--- src/rtl/bsb_pkg.sv ---
package bsb_pkg;
  typedef enum logic [2:0] {
    S_IDLE       = 3'd0,
    S_ADDR       = 3'd1,
    S_CMD        = 3'd2,
    S_SAMPLE16   = 3'd3,
    S_BYTE1_DONE = 3'd4,
    S_BYTE2_CMD  = 3'd5,
    S_BYTE2_DONE = 3'd6,
    S_READY_CPU  = 3'd7
  } bsb_state_e;

  // strobe index = {io, wr}: 0 mem read, 1 mem write, 2 io read, 3 io write
  localparam int NSTRB = 4;
endpackage

--- src/rtl/bsb_seq.sv ---
module bsb_seq
  import bsb_pkg::*;
(
  input  logic       clk,
  input  logic       rst,
  input  logic       start,
  input  logic       rdy,
  input  logic       wide,
  input  logic       word,
  output bsb_state_e st_q,
  output bsb_state_e st_d
);

  always_comb begin
    st_d = st_q;
    case (st_q)
      S_IDLE:       if (start) st_d = S_ADDR;
      S_ADDR:       st_d = S_CMD;
      S_CMD:        if (rdy) st_d = S_SAMPLE16;
      S_SAMPLE16:   st_d = (wide || !word) ? S_READY_CPU : S_BYTE1_DONE;
      S_BYTE1_DONE: st_d = S_BYTE2_CMD;
      S_BYTE2_CMD:  if (rdy) st_d = S_BYTE2_DONE;
      S_BYTE2_DONE: st_d = S_READY_CPU;
      S_READY_CPU:  st_d = S_IDLE;
      default:      st_d = S_IDLE;
    endcase
  end

  always_ff @(posedge clk) begin
    if (rst) st_q <= S_IDLE;
    else     st_q <= st_d;
  end

  // a split only ever comes from the sizing sample of the first cycle
  a_r6_split_origin: assert property (@(posedge clk) disable iff (rst)
    (st_q == S_BYTE1_DONE) |-> $past(st_q) == S_SAMPLE16);

endmodule

--- src/rtl/bsb_lane.sv ---
module bsb_lane
  import bsb_pkg::*;
#(
  parameter int AW = 20,
  parameter int BW = 8
) (
  input  bsb_state_e          st_d,
  input  bsb_state_e          st_q,
  input  logic [AW-1:0]       addr,
  input  logic                bhe,
  input  logic                wr,
  input  logic                io,
  input  logic [2*BW-1:0]     wdata,
  input  logic                wide,
  input  logic [2*BW-1:0]     din,
  input  logic [2*BW-1:0]     rdata_q,
  output logic [AW-1:0]       addr_nx,
  output logic                sbhe_n_nx,
  output logic [NSTRB-1:0]    strb_n_nx,
  output logic [2*BW-1:0]     dout_nx,
  output logic                doe_nx,
  output logic [2*BW-1:0]     rdata_d
);

  localparam int DW = 2 * BW;

  logic strobe_on, second, first_addr;
  logic [BW-1:0] wlo, whi, dlo;

  assign wlo = wdata[BW-1:0];
  assign whi = wdata[DW-1:BW];
  assign dlo = din[BW-1:0];

  assign strobe_on  = (st_d == S_CMD) || (st_d == S_SAMPLE16) ||
                      (st_d == S_BYTE2_CMD) || (st_d == S_BYTE2_DONE);
  assign second     = (st_d == S_BYTE1_DONE) || (st_d == S_BYTE2_CMD) ||
                      (st_d == S_BYTE2_DONE);
  assign first_addr = (st_d == S_ADDR) || (st_d == S_CMD) || (st_d == S_SAMPLE16);

  assign addr_nx   = second ? (addr | {{(AW-1){1'b0}}, 1'b1}) : addr;
  assign sbhe_n_nx = first_addr ? ~bhe : 1'b1;
  assign dout_nx   = {whi, (second || addr[0]) ? whi : wlo};
  assign doe_nx    = wr && (first_addr || second);

  for (genvar g = 0; g < NSTRB; g++) begin : g_strb
    assign strb_n_nx[g] = ~(strobe_on && ({io, wr} == 2'(g)));
  end

  always_comb begin
    rdata_d = rdata_q;
    if (!wr) begin
      if (st_q == S_SAMPLE16) begin
        if (wide)         rdata_d = din;
        else if (addr[0]) rdata_d = {dlo, rdata_q[BW-1:0]};
        else              rdata_d = {rdata_q[DW-1:BW], dlo};
      end else if (st_q == S_BYTE2_DONE) begin
        rdata_d = {dlo, rdata_q[BW-1:0]};
      end
    end
  end

endmodule

--- src/rtl/bus_size_bridge.sv ---
module bus_size_bridge
  import bsb_pkg::*;
#(
  parameter int AW = 20,
  parameter int BW = 8
) (
  input  logic              clk,
  input  logic              rst,
  input  logic              cpu_req,
  input  logic [AW-1:0]     cpu_addr,
  input  logic              cpu_bhe,
  input  logic              cpu_wr,
  input  logic              cpu_io,
  input  logic [2*BW-1:0]   cpu_wdata,
  output logic              cpu_ready,
  output logic [2*BW-1:0]   cpu_rdata,
  output logic [AW-1:0]     bus_addr,
  output logic              bus_sbhe_n,
  output logic              bus_memr_n,
  output logic              bus_memw_n,
  output logic              bus_ior_n,
  output logic              bus_iow_n,
  output logic [2*BW-1:0]   bus_dout,
  output logic              bus_dout_en,
  input  logic [2*BW-1:0]   bus_din,
  input  logic              bus_memcs16_n,
  input  logic              bus_iocs16_n,
  input  logic              bus_rdy
);

  localparam int DW = 2 * BW;

  bsb_state_e st_q, st_d;
  logic start, wide, word;
  logic [AW-1:0] addr_q, addr_d;
  logic bhe_q, bhe_d, wr_q, wr_d, io_q, io_d;
  logic [DW-1:0] wd_q, wd_d;

  logic [AW-1:0]    addr_nx;
  logic             sbhe_n_nx, doe_nx;
  logic [NSTRB-1:0] strb_n_nx;
  logic [DW-1:0]    dout_nx, rdata_d;

  assign start  = (st_q == S_IDLE) && cpu_req;
  assign addr_d = start ? cpu_addr  : addr_q;
  assign bhe_d  = start ? cpu_bhe   : bhe_q;
  assign wr_d   = start ? cpu_wr    : wr_q;
  assign io_d   = start ? cpu_io    : io_q;
  assign wd_d   = start ? cpu_wdata : wd_q;

  assign wide = io_q ? ~bus_iocs16_n : ~bus_memcs16_n;
  assign word = bhe_q && !addr_q[0];

  bsb_seq u_seq (
    .clk   (clk),
    .rst   (rst),
    .start (start),
    .rdy   (bus_rdy),
    .wide  (wide),
    .word  (word),
    .st_q  (st_q),
    .st_d  (st_d)
  );

  bsb_lane #(.AW(AW), .BW(BW)) u_lane (
    .st_d      (st_d),
    .st_q      (st_q),
    .addr      (addr_d),
    .bhe       (bhe_d),
    .wr        (wr_d),
    .io        (io_d),
    .wdata     (wd_d),
    .wide      (wide),
    .din       (bus_din),
    .rdata_q   (cpu_rdata),
    .addr_nx   (addr_nx),
    .sbhe_n_nx (sbhe_n_nx),
    .strb_n_nx (strb_n_nx),
    .dout_nx   (dout_nx),
    .doe_nx    (doe_nx),
    .rdata_d   (rdata_d)
  );

  always_ff @(posedge clk) begin
    if (rst) begin
      addr_q      <= '0;
      bhe_q       <= 1'b0;
      wr_q        <= 1'b0;
      io_q        <= 1'b0;
      wd_q        <= '0;
      bus_addr    <= '0;
      bus_sbhe_n  <= 1'b1;
      {bus_iow_n, bus_ior_n, bus_memw_n, bus_memr_n} <= '1;
      bus_dout    <= '0;
      bus_dout_en <= 1'b0;
      cpu_ready   <= 1'b0;
      cpu_rdata   <= '0;
    end else begin
      addr_q      <= addr_d;
      bhe_q       <= bhe_d;
      wr_q        <= wr_d;
      io_q        <= io_d;
      wd_q        <= wd_d;
      bus_addr    <= addr_nx;
      bus_sbhe_n  <= sbhe_n_nx;
      {bus_iow_n, bus_ior_n, bus_memw_n, bus_memr_n} <= strb_n_nx;
      bus_dout    <= dout_nx;
      bus_dout_en <= doe_nx;
      cpu_ready   <= (st_d == S_READY_CPU);
      cpu_rdata   <= rdata_d;
    end
  end

  logic strobe_act;
  assign strobe_act = ~&{bus_memr_n, bus_memw_n, bus_ior_n, bus_iow_n};

  // address and byte-high enable settle before the strobe falls
  a_r2_addr_setup: assert property (@(posedge clk) disable iff (rst)
    $rose(strobe_act) |-> $stable(bus_addr) && $stable(bus_sbhe_n));

  // ready never overlaps a strobe
  a_r7_no_ready_in_cmd: assert property (@(posedge clk) disable iff (rst)
    strobe_act |-> !cpu_ready);

  // ready is a single-clock pulse
  a_r7_ready_pulse: assert property (@(posedge clk) disable iff (rst)
    cpu_ready |=> !cpu_ready);

  // a low target-ready holds the command phase
  a_r8_stretch: assert property (@(posedge clk) disable iff (rst)
    (strobe_act && !bus_rdy && (st_q == S_CMD || st_q == S_BYTE2_CMD))
      |=> strobe_act && !cpu_ready);

  // a strobe that ends without completion is followed by one idle clock
  a_r10_one_gap: assert property (@(posedge clk) disable iff (rst)
    ($fell(strobe_act) && !cpu_ready) |=> strobe_act);

  // the second byte cycle targets the odd byte with byte-high disabled
  a_r6_second_addr: assert property (@(posedge clk) disable iff (rst)
    (strobe_act && st_q == S_BYTE2_CMD) |-> bus_addr[0] && bus_sbhe_n);

endmodule

--- config.mk ---
export PLATFORM = sky130hd
export DESIGN_NAME = bus_size_bridge
export DESIGN_NICKNAME = d
export VERILOG_FILES = /design/src/rtl/bsb_pkg.sv /design/src/rtl/bsb_seq.sv /design/src/rtl/bsb_lane.sv /design/src/rtl/bus_size_bridge.sv
export SDC_FILE = /design/constraint.sdc
export NUM_CORES = 1
export LEC_CHECK = 0
export BUFFER_PORTS_ARGS = -buffer_cell sky130_fd_sc_hd__buf_2
export CAP_MARGIN = 20
export CORE_AREA = 2 2 114 116
export DETAILED_ROUTE_END_ITERATION = 10
export DIE_AREA = 0 0 116 118
export PLACE_DENSITY = 0.48
export SETUP_SLACK_MARGIN = 0.02
export SYNTH_ARGS = -nofsm -noshare
export SYNTH_HDL_FRONTEND = slang
export SYNTH_SLANG_ARGS = --single-unit
--- constraint.sdc ---
create_clock -name clk -period 2.1 [get_ports clk]
set_input_delay 0.42 -clock clk [delete_from_list [all_inputs] [get_ports clk]]
set_output_delay 0.42 -clock clk [all_outputs]
set_load 0.02 [all_outputs]
==> impl_metrics.yaml, run 1 <==
layout:
  layout-drive-gt1-share_pct: 36.16
  final_nets: 508
  seqCellArea_sq_um: 1481
  n_fill_cell: 1359
  fin_area_sq_um: 3943
  multi_input_area_sq_um: 1267
  diodes: 0
  utilization_pct: 31.76
  syn_to_final_growth_pct: 29.19
timing:
  setup_viol: 0
  relSlewSlack_pct: 65.94
  max_freq_mhz: 507.0
  rsz0062_at_grt: "no"
  finClkSkew_ps: 6.158
  timing_worst_slew_pin_value_ps: 509.2
  slew_violations: 0
  finalHoldViolCount: 0
  setup_ws_ps: 127.6
  min_period_ps: 1972
  hold_slack_ps: 321.4
  finalCritPeriodShare_pct: 93.92
floorplanning:
  core_sq_um: 12410
  rows: 41
  die_w_um: 116
  chipHeight_um: 118
  ios: 120
  start_util_pct: 24.58
  die_area_sq_um: 13690
global_route:
  grt_pass1_wl_mm: 13.13
  grt_usage_pct: 12.31
  grt_pass1_vias: 2670
  grt_max_degree: 31
  antenna_found_initial: 0
  overflow: 0
clocking:
  clkTransAtPathRegs_ps: 50
  htreeDepth: 3
  numCtsBuffers: 9
  clock_latency_ps: 330
  clockRootBuffer: "clkbuf_16"
  cts_sinks: 74
  cts_resized: 0
  cts_tree: "built"
  clock_path_buffers: 2
pwr:
  p_leak_nw: 1.739
  p_per_area_nw_per_um2: 911.6
  peakVddDrop_mv: 0.3127
placement:
  post-dp-hpwl_mm: 6.018
  dp_slack_ps: -22.42
  placed_area_sq_um: 3687
  port_buffers: 119
  place.gp.congestion: 0.7958
detailed_routing:
  wl_mm: 8.125
  drtIter0Drc: 117
  vias_per_cell: 4.406
  vias: 2732
  wl_per_cell_um: 13.10
  postRouteAntennaNets: 0
  firstDrtPassIters: 4
  drt_drc_violations_left: 0
synthesis:
  ys_ff_latch: 74
  synthCells: 348
  syn_area_per_cell_sq_um: 8.769
  yosysWarnings: 0
  ys_types: 38
  ys_seq_area_share_pct: 48.54
  synth_area_sq_um: 3052
  synth_nets: 409
critical_path:
  arrival_ps: 2180
  start_kind: "flop"
  cp_max_fo: 8
  cp.required_ps: 2310
  endpoint_kind: "flop"
  crit_type: "flop to flop"
job:
  max_cap_viol_count: 0
min_path:
  min_path_type: "primary input to flop"
status:
  outcome: "complete, no violations"
==> routing by layer <==
metal / GRT usage, % / part of all wire, % / vias up
li1: - / - / 1368
met1: 15.90 / 47 / 1256
met2: 19.12 / 45 / 98
met3: 3.090 / 6.0 / 10
met4: 5.655 / 1.7 / 0
met5: 0 / 0 / -
==> state kept, by name, summed over array words and instances (netlist names), 3 cells and up <==
signal      cells
wd_q            8
bus_dout       16
cpu_rdata      16
bus_addr       20
u_seq.st_q      3
==> critical path, stage by stage (launching register included) <==
cell	delay, ps
dfxtp_1	310
or4b_2	760
buf_4	180
mux2_2	320
o21ai_0	190
a21oi_1	90
==> cell usage after synthesis, drive strengths merged <==
master	instances	share of area (%)
or3b	8	2.3
o22a	1	0.29
nand2	70	8.6
o211a	1	0.33
nand4b	1	0.29
inv	2	0.25
a211oi	1	0.25
o211ai	1	0.25
mux2	2	0.86
nor3b	2	0.49
nor2b	3	0.62
nor3	3	0.49
o311ai	1	0.29
a21oi	53	8.7
mux2i	10	3.7
nand3	12	2.0
xnor2	1	0.29
a311oi	8	2.3
buf	34	8.0
or4	1	0.25
a2bb2oi	8	2.3
nor2	15	1.8
a31oi	1	0.41
o21ai	13	2.1
dfxtp	74	49
a21o	1	0.25
or4b	1	0.33
clkbuf	14	1.7
and2	1	0.21
nand3b	3	0.86
nor4b	1	0.78
o22ai	1	0.21
==> through the flow <==
step	TNS, ps	power, W	cells
after floorplan	0	0.002100	348
after global placement	0	0.002296	607
after detailed placement	-120.6	0.002306	607
after CTS	0	0.003661	619
after global routing	0	0.003793	620
final	0	0.003594	620
==> power by group <==
part	internal, W	leakage [nW]	switching [W]
clock network	0.000802	0.123	0.000525
registers	0.00152	0.605	0.0000484
logic	0.000276	1.01	0.000423
==> final timing paths <==
| path | from | end | slack, ps | cells past startpoint |
|---|---|---|---|---|
| hold reg to reg | bus_addr[14]$_SDFFE_PP0N_ | bus_addr[14]$_SDFFE_PP0N_ | 450 | 2 |
| hold / removal | cpu_addr[14] | bus_addr[14]$_SDFFE_PP0N_ | 320 | 3 |
| setup reg to reg | u_seq.st_q[0]$_SDFF_PP0_ | cpu_rdata[7]$_SDFFE_PP0P_ | 130 | 5 |
| setup / recovery | u_seq.st_q[0]$_SDFF_PP0_ | cpu_rdata[7]$_SDFFE_PP0P_ | 130 | 5 |
==> kinds of logic after synthesis <==
| logic type | count (synthesis) | share of synthesized area, % |
|---|---|---|
| xor+xnor | 1 | 0.2871 |
| flops | 74 | 48.54 |
| mux | 12 | 4.551 |
| simple gates | 121 | 19.02 |
| buf+inv | 50 | 9.922 |
| compound gates | 90 | 17.67 |
==> repair_timing <==
item / in CTS / in global routing
endpoints found under the setup margin: 0 / 2
buffers inserted: 0 / 1
hold buffers: 0 / 0
==> cells in the final DEF (no fill, tap or decap), drive strengths merged, types with 8 or more instances in the layout <==
master	netlist	routed
buf	34	136
dfxtp	74	74
nand2	70	70
a21oi	53	53
nor2	15	15
o21ai	13	13
nand3	12	12
clkbuf	14	11
mux2i	10	10
or3b	8	8
a311oi	8	8
a2bb2oi	8	8
==> layout make-up <==
class	count	area share [%]
clock inverters	1	0.1269
repair buffers	136	18.34
well taps	172	5.459
clock buffers	11	6.157
flip-flops and latches	74	37.58
inverters	2	0.1904
multi-input cells	224	32.15
Power figures use the tool's default switching activity.
==> run 2: changes to the inputs <==
--- a/config.mk
+++ b/config.mk
@@ -5,12 +5,13 @@
 export SDC_FILE = /design/constraint.sdc
 export NUM_CORES = 1
 export LEC_CHECK = 0
+export ABC_AREA = 1
 export BUFFER_PORTS_ARGS = -buffer_cell sky130_fd_sc_hd__buf_2
 export CAP_MARGIN = 20
-export CORE_AREA = 2 2 114 116
+export CORE_AREA = 2 2 118 120
 export DETAILED_ROUTE_END_ITERATION = 10
-export DIE_AREA = 0 0 116 118
-export PLACE_DENSITY = 0.48
+export DIE_AREA = 0 0 120 122
+export PLACE_DENSITY = 0.47
 export SETUP_SLACK_MARGIN = 0.02
 export SYNTH_ARGS = -nofsm -noshare
 export SYNTH_HDL_FRONTEND = slang
==> impl_metrics.yaml, run 2 <==
synthesis:
  synth_top_cell_area_share_pct: 45.40
  synth_nets: 523
  synthArstFlopShare_pct: 0
  synth_area_sq_um: 3263
  synth-edff-count: 0
  synth.largest_area_cell: "dfxtp_1"
  ys_types: 23
  ys_ff_latch: 74
  synthFlopType: "dfxtp_1"
  yosysWarnings: 0
  syn_area_per_cell_sq_um: 7.063
  yosysMostFrequentCell: "nand2_1"
  yosys-top-cells-area: "dfxtp_1 (45%), nand2_1 (14%), nor2_1 (7.8%)"
  synthCells: 462
  synth_common_cells: "nand2_1 (120), dfxtp_1 (74), nor2_1 (68)"
  ys_seq_area_share_pct: 45.40
clocking:
  clock_path_buffers: 2
  htreeDepth: 3
  cts_resized: 0
  cts_hold_buf: 0
  clkTransAtPathRegs_ps: 60
  cts_tree: "built"
  numCtsBuffers: 9
  cts_sinks: 74
  postCtsSetupBuffers: 0
  clock_latency_ps: 340
  clockRootBuffer: "clkbuf_16"
critical_path:
  crit_type: "flop to flop"
  cp_max_fo: 8
  timing.critical_path.buf_inv: 1
  crit_slowest_cell: "dfxtp_1"
  cp.required_ps: 2370
  r2r_slack_ps: 420
  cpPeakStageDelay_ps: 310
  start_kind: "flop"
  timing.rr.start: "io_q$_SDFF_PP0_"
  path_delay_family: "simple AND/OR/NAND/NOR gates"
  cp_common_cell: "nand2_1"
  crit_chain: "inv_1, nand2_1, nand2_1, nand2_1, nand2_1, nand3_1, nand2_1, nand2_1, nand2_1, nand2_1, a21oi_1"
  endpoint_kind: "flop"
  arrival_ps: 1950
  r2r-end: "bus_dout[4]$_SDFF_PP0_"
  r2r_cells: 11
placement:
  post-dp-hpwl_mm: 6.267
  port_buffers: 119
  placed_area_sq_um: 3855
  dp_slack_ps: 304.5
  place.gp.congestion: 0.7122
min_path:
  min_to: "cpu_rdata[6]$_SDFFE_PP0P_"
  hold_start: "bus_din[6]"
  min_path_type: "primary input to flop"
  whs_path_depth: 3
layout:
  multi_input_area_sq_um: 1245
  final_common_cell: "nand2_1"
  layout_common_cells: "nand2_1 (120), buf_2 (119), dfxtp_1 (74), nor2_1 (68), inv_1 (59)"
  diodes: 0
  syn_to_final_growth_pct: 27.03
  final_nets: 617
  layout-drive-gt1-share_pct: 29.59
  fin_area_sq_um: 4145
  regMostFlops: "bus_addr"
  seqCellArea_sq_um: 1481
  biggestRegsByFlops: "bus_addr: 20 flops, bus_dout: 16 flops, cpu_rdata: 16 flops"
  n_fill_cell: 1514
  largest_reg_flops: 20
  utilization_pct: 30.70
timing:
  setup_ws_ps: 419.6
  slew_violations: 0
  min_period_ps: 1680
  setup_viol: 0
  max_freq_mhz: 595.1
  finalHoldViolCount: 0
  timing_worst_slew_pin_value_ps: 472.0
  finalCritPeriodShare_pct: 80.02
  setup_tns_ps: 0
  relSlewSlack_pct: 68.42
  finClkSkew_ps: 8.080
  rsz0062_at_grt: "no"
pwr:
  combPwrFrac_pct: 25.1
  seqPwrFrac_pct: 39.5
  p_sw_w: 0.001364
  clockPowerShare_pct: 35.4
  p_per_area_nw_per_um2: 1006
  peakVddDrop_mv: 0.3135
  switching_share_pct: 32.70
  p_int_w: 0.002807
  p_leak_nw: 2.105
detailed_routing:
  vias: 2936
  met3RoutedLength_um: 525
  wl_met1_mm: 3.872
  drtIter0Drc: 132
  firstDrtPassIters: 4
  drt_drc_violations_left: 0
  highest_layer: "met4"
  wl_mm: 8.391
  vias_per_cell: 3.962
  wl_per_cell_um: 11.32
  postRouteAntennaNets: 0
  routed-wl-met2_mm: 3.841
floorplanning:
  chipHeight_um: 122
  core_sq_um: 13500
  rows: 43
  die_area_sq_um: 14640
  ios: 120
  die_w_um: 120
  start_util_pct: 24.16
global_route:
  grt_pass1_wl_mm: 13.48
  overflow: 0
  antenna_found_initial: 0
  grt_max_degree: 29
  grt_usage_pct: 11.92
  grt_pass1_vias: 2750
status:
  outcome: "complete, no violations"
job:
  max_cap_viol_count: 0
-- run 2: changes by cell type after synthesis, sizes merged, moves of 6 or more --
cell / delta
nand3: +10
a2bb2oi: -8
nor2: +54
clkbuf: -6
a21oi: -20
nand2: +55
inv: +61
or3b: -8
mux2i: -10
o21a: +8
or2: +8
a311oi: -8
-- run 2: routing by layer --
metal  GRT usage (%)  vias up
li1                -     1559
met1           14.58     1293
met2           19.28       73
met3           3.699       11
met4           5.294        0
met5               0        -
-- run 2: how the worst max path moves through the flow --
| stage | startpoint | to | cells past startpoint |
|---|---|---|---|
| final | io_q$_SDFF_PP0_ | bus_dout[4]$_SDFF_PP0_ | 11 |
| after global routing | io_q$_SDFF_PP0_ | bus_dout[0]$_SDFF_PP0_ | 11 |
| after CTS | io_q$_SDFF_PP0_ | bus_dout[4]$_SDFF_PP0_ | 11 |
| after detailed placement | bus_iocs16_n | bus_dout[4]$_SDFF_PP0_ | 11 |
| after global placement | bus_memcs16_n | bus_dout[1]$_SDFF_PP0_ | 11 |
| after floorplan | bus_iocs16_n | bus_dout[0]$_SDFF_PP0_ | 10 |
-- run 2: area by class of cell --
type / count / share of cell area [%]
clock buffer: 11 / 6.097
multi-input combinational: 279 / 30.03
sequential: 74 / 35.74
timing repair buffer: 128 / 16.00
inverter: 64 / 5.795
clock inverter: 5 / 0.9055
tap: 180 / 5.433
-- run 2: logic make-up after synthesis --
group           synth area share (%)
compound gates                 9.663
simple gates                   28.49
buf+inv                        16.45
flops                          45.40
-- run 2: worst register-to-register path, delay by kind of cell (launching register included) --
kind                   cells  cell delay [ps]
AND/OR/NAND/NOR            9             1090
AO/OA/AOI/OAI              1              140
flip-flops                 1              310
buffers and inverters      1               70
-- run 2: metrics by stage --
| stage | total power (W) | cells | hold slack [ps] |
|---|---|---|---|
| after floorplan | 0.002478 | 462 | 444.9 |
| after global placement | 0.002727 | 725 | 450.8 |
| after detailed placement | 0.002742 | 725 | 453.4 |
| after CTS | 0.004241 | 741 | 315.3 |
| after global routing | 0.004445 | 741 | 325.1 |
| final | 0.004172 | 741 | 324.3 |
-- run 2: power groups by stage --
stage                     Combinational, W  Sequential (W)  Clock, W
after global routing               0.00120         0.00167   0.00158
after floorplan                   0.000736         0.00174         0
final                              0.00105         0.00165   0.00148
after detailed placement           0.00106         0.00168         0
after CTS                          0.00107         0.00165   0.00152
after global placement             0.00105         0.00168         0
==> run 3: changes to the inputs <==
==> constraint.sdc (replaced) <==
create_clock -name clk -period 1.7 [get_ports clk]
set_input_delay 0.34 -clock clk [delete_from_list [all_inputs] [get_ports clk]]
set_output_delay 0.34 -clock clk [all_outputs]
set_load 0.02 [all_outputs]
==> impl_metrics.yaml, run 3 (synthesized netlist as in run 2, its figures left out) <==
status:
  outcome: "complete, no violations"
critical_path:
  timing.critical_path.buf_inv: 2
  cpPeakStageDelay_ps: 330
  cp_common_cell: "nand2_1"
  path_delay_family: "simple AND/OR/NAND/NOR gates"
  cp.required_ps: 1930
  endpoint_kind: "flop"
  crit_type: "flop to flop"
  crit_chain: "nor2_1, nand3_2, inv_2, nand2_1, nand2_2, inv_2, nand2_4, nand2_1, nand2_1, nor2_1"
  arrival_ps: 1750
  start_kind: "flop"
  crit_slowest_cell: "dfxtp_2"
  cp_max_fo: 16
timing:
  slew_violations: 0
  hold_slack_ps: 243.2
  timing_worst_slew_pin_value_ps: 333.0
  finalHoldViolCount: 0
  rsz0062_at_grt: "yes"
  finClkSkew_ps: 4.828
  relSlewSlack_pct: 77.80
  setup_tns_ps: 0
  setup_viol: 0
  min_period_ps: 1516
  max_freq_mhz: 659.8
  finalCritPeriodShare_pct: 89.16
layout:
  fin_area_sq_um: 4255
  biggestRegsByFlops: "bus_addr: 20 flops, bus_dout: 16 flops, cpu_rdata: 16 flops"
  multi_input_area_sq_um: 1279
  diodes: 0
  final_nets: 622
  layout_common_cells: "buf_2 (119), nand2_1 (118), dfxtp_1 (71), nor2_1 (67), inv_1 (57)"
  final_common_cell: "buf_2"
  syn_to_final_growth_pct: 30.41
  seqCellArea_sq_um: 1485
  layout-drive-gt1-share_pct: 31.50
  regMostFlops: "bus_addr"
  n_fill_cell: 1489
  largest_reg_flops: 20
floorplanning:
  die_area_sq_um: 14640
  rows: 43
  chipHeight_um: 122
  start_util_pct: 24.16
  ios: 120
  die_w_um: 120
  core_sq_um: 13500
pwr:
  p_per_area_nw_per_um2: 1253
  p_int_w: 0.003650
  combPwrFrac_pct: 25.6
  peakVddDrop_mv: 0.4459
  clockPowerShare_pct: 36.4
  p_leak_nw: 2.146
  seqPwrFrac_pct: 38.1
  p_sw_w: 0.001684
  switching_share_pct: 31.57
clocking:
  clockRootBuffer: "clkbuf_16"
  numCtsBuffers: 9
  clock_latency_ps: 340
  cts_tree: "built"
  htreeDepth: 3
  postCtsSetupBuffers: 0
  cts_hold_buf: 0
  cts_sinks: 74
  clkTransAtPathRegs_ps: 60
  clock_path_buffers: 2
min_path:
  min_path_type: "primary input to flop"
job:
  max_cap_viol_count: 0
global_route:
  grt_pass1_vias: 2760
  antenna_found_initial: 0
  grt_max_degree: 25
  grt_usage_pct: 12.18
  overflow: 0
  grt_pass1_wl_mm: 13.61
detailed_routing:
  vias: 2934
  firstDrtPassIters: 4
  vias_per_cell: 3.938
  drt_drc_violations_left: 0
  postRouteAntennaNets: 0
  wl_per_cell_um: 11.58
  drtIter0Drc: 133
  wl_mm: 8.626
placement:
  placed_area_sq_um: 3910
  post-dp-hpwl_mm: 6.285
  place.gp.congestion: 0.7104
  port_buffers: 119
==> run 3: tightest hold or removal path, delay by kind of cell <==
family	cells	cell delay (ps)
buf+inv	1	90
simple gates	1	50
compound gates	1	50
==> run 3: cell type report <==
type,count,share of cell area [%]
clock buffers,11,5.939
clock inverters,4,1.206
multi-input cells,280,30.05
inverters,64,5.645
flip-flops and latches,74,34.90
repair buffers,132,16.97
well taps,180,5.293
==> run 3: repair_timing <==
item / 4_1_cts / 5_1_grt
resized for setup: 0 / 13
endpoints found under the hold margin: 0 / 0
setup endpoints to repair: 0 / 22
==> run 3: worst paths after layout <==
kind / startpoint / end / slack [ps] / cells after the start
max: u_seq.st_q[0]$_SDFF_PP0_ / cpu_rdata[1]$_SDFFE_PP0P_ / 180 / 10
min: cpu_addr[11] / bus_addr[11]$_SDFFE_PP0N_ / 240 / 3
max reg2reg: u_seq.st_q[0]$_SDFF_PP0_ / cpu_rdata[1]$_SDFFE_PP0P_ / 180 / 10
min reg2reg: bus_addr[9]$_SDFFE_PP0N_ / bus_addr[9]$_SDFFE_PP0N_ / 460 / 2
==> run 3: layer usage <==
layer	vias to the layer above	GRT usage, %	share of wire, %
met3	10	4.167	5.7
li1	1571	-	-
met2	71	18.22	45
met1	1282	15.99	48
met5	-	0	0
met4	0	5.074	1.4
==> run 3: power groups by stage <==
stage / Combinational, W / Sequential, W / Clock (W)
3_5_place_dp: 0.00136 / 0.00207 / 0
5_1_grt: 0.00154 / 0.00205 / 0.00210
4_1_cts: 0.00136 / 0.00203 / 0.00200
2_1_floorplan: 0.000910 / 0.00215 / 0
3_3_place_gp: 0.00134 / 0.00207 / 0
6_report: 0.00136 / 0.00203 / 0.00194
==> run 3: stage by stage <==
| step | cells | setup slack, ps | power (W) | util (%) |
|---|---|---|---|---|
| floorplan | 462 | 285.0 | 0.003061 | - |
| CTS | 744 | 67.47 | 0.005395 | 31.21 |
| detailed placement | 729 | 79.89 | 0.003424 | 28.95 |
| global route | 745 | 13.08 | 0.005689 | 31.51 |
| global placement | 729 | 135.3 | 0.003401 | 28.95 |
| finish | 745 | 184.4 | 0.005334 | 31.51 |
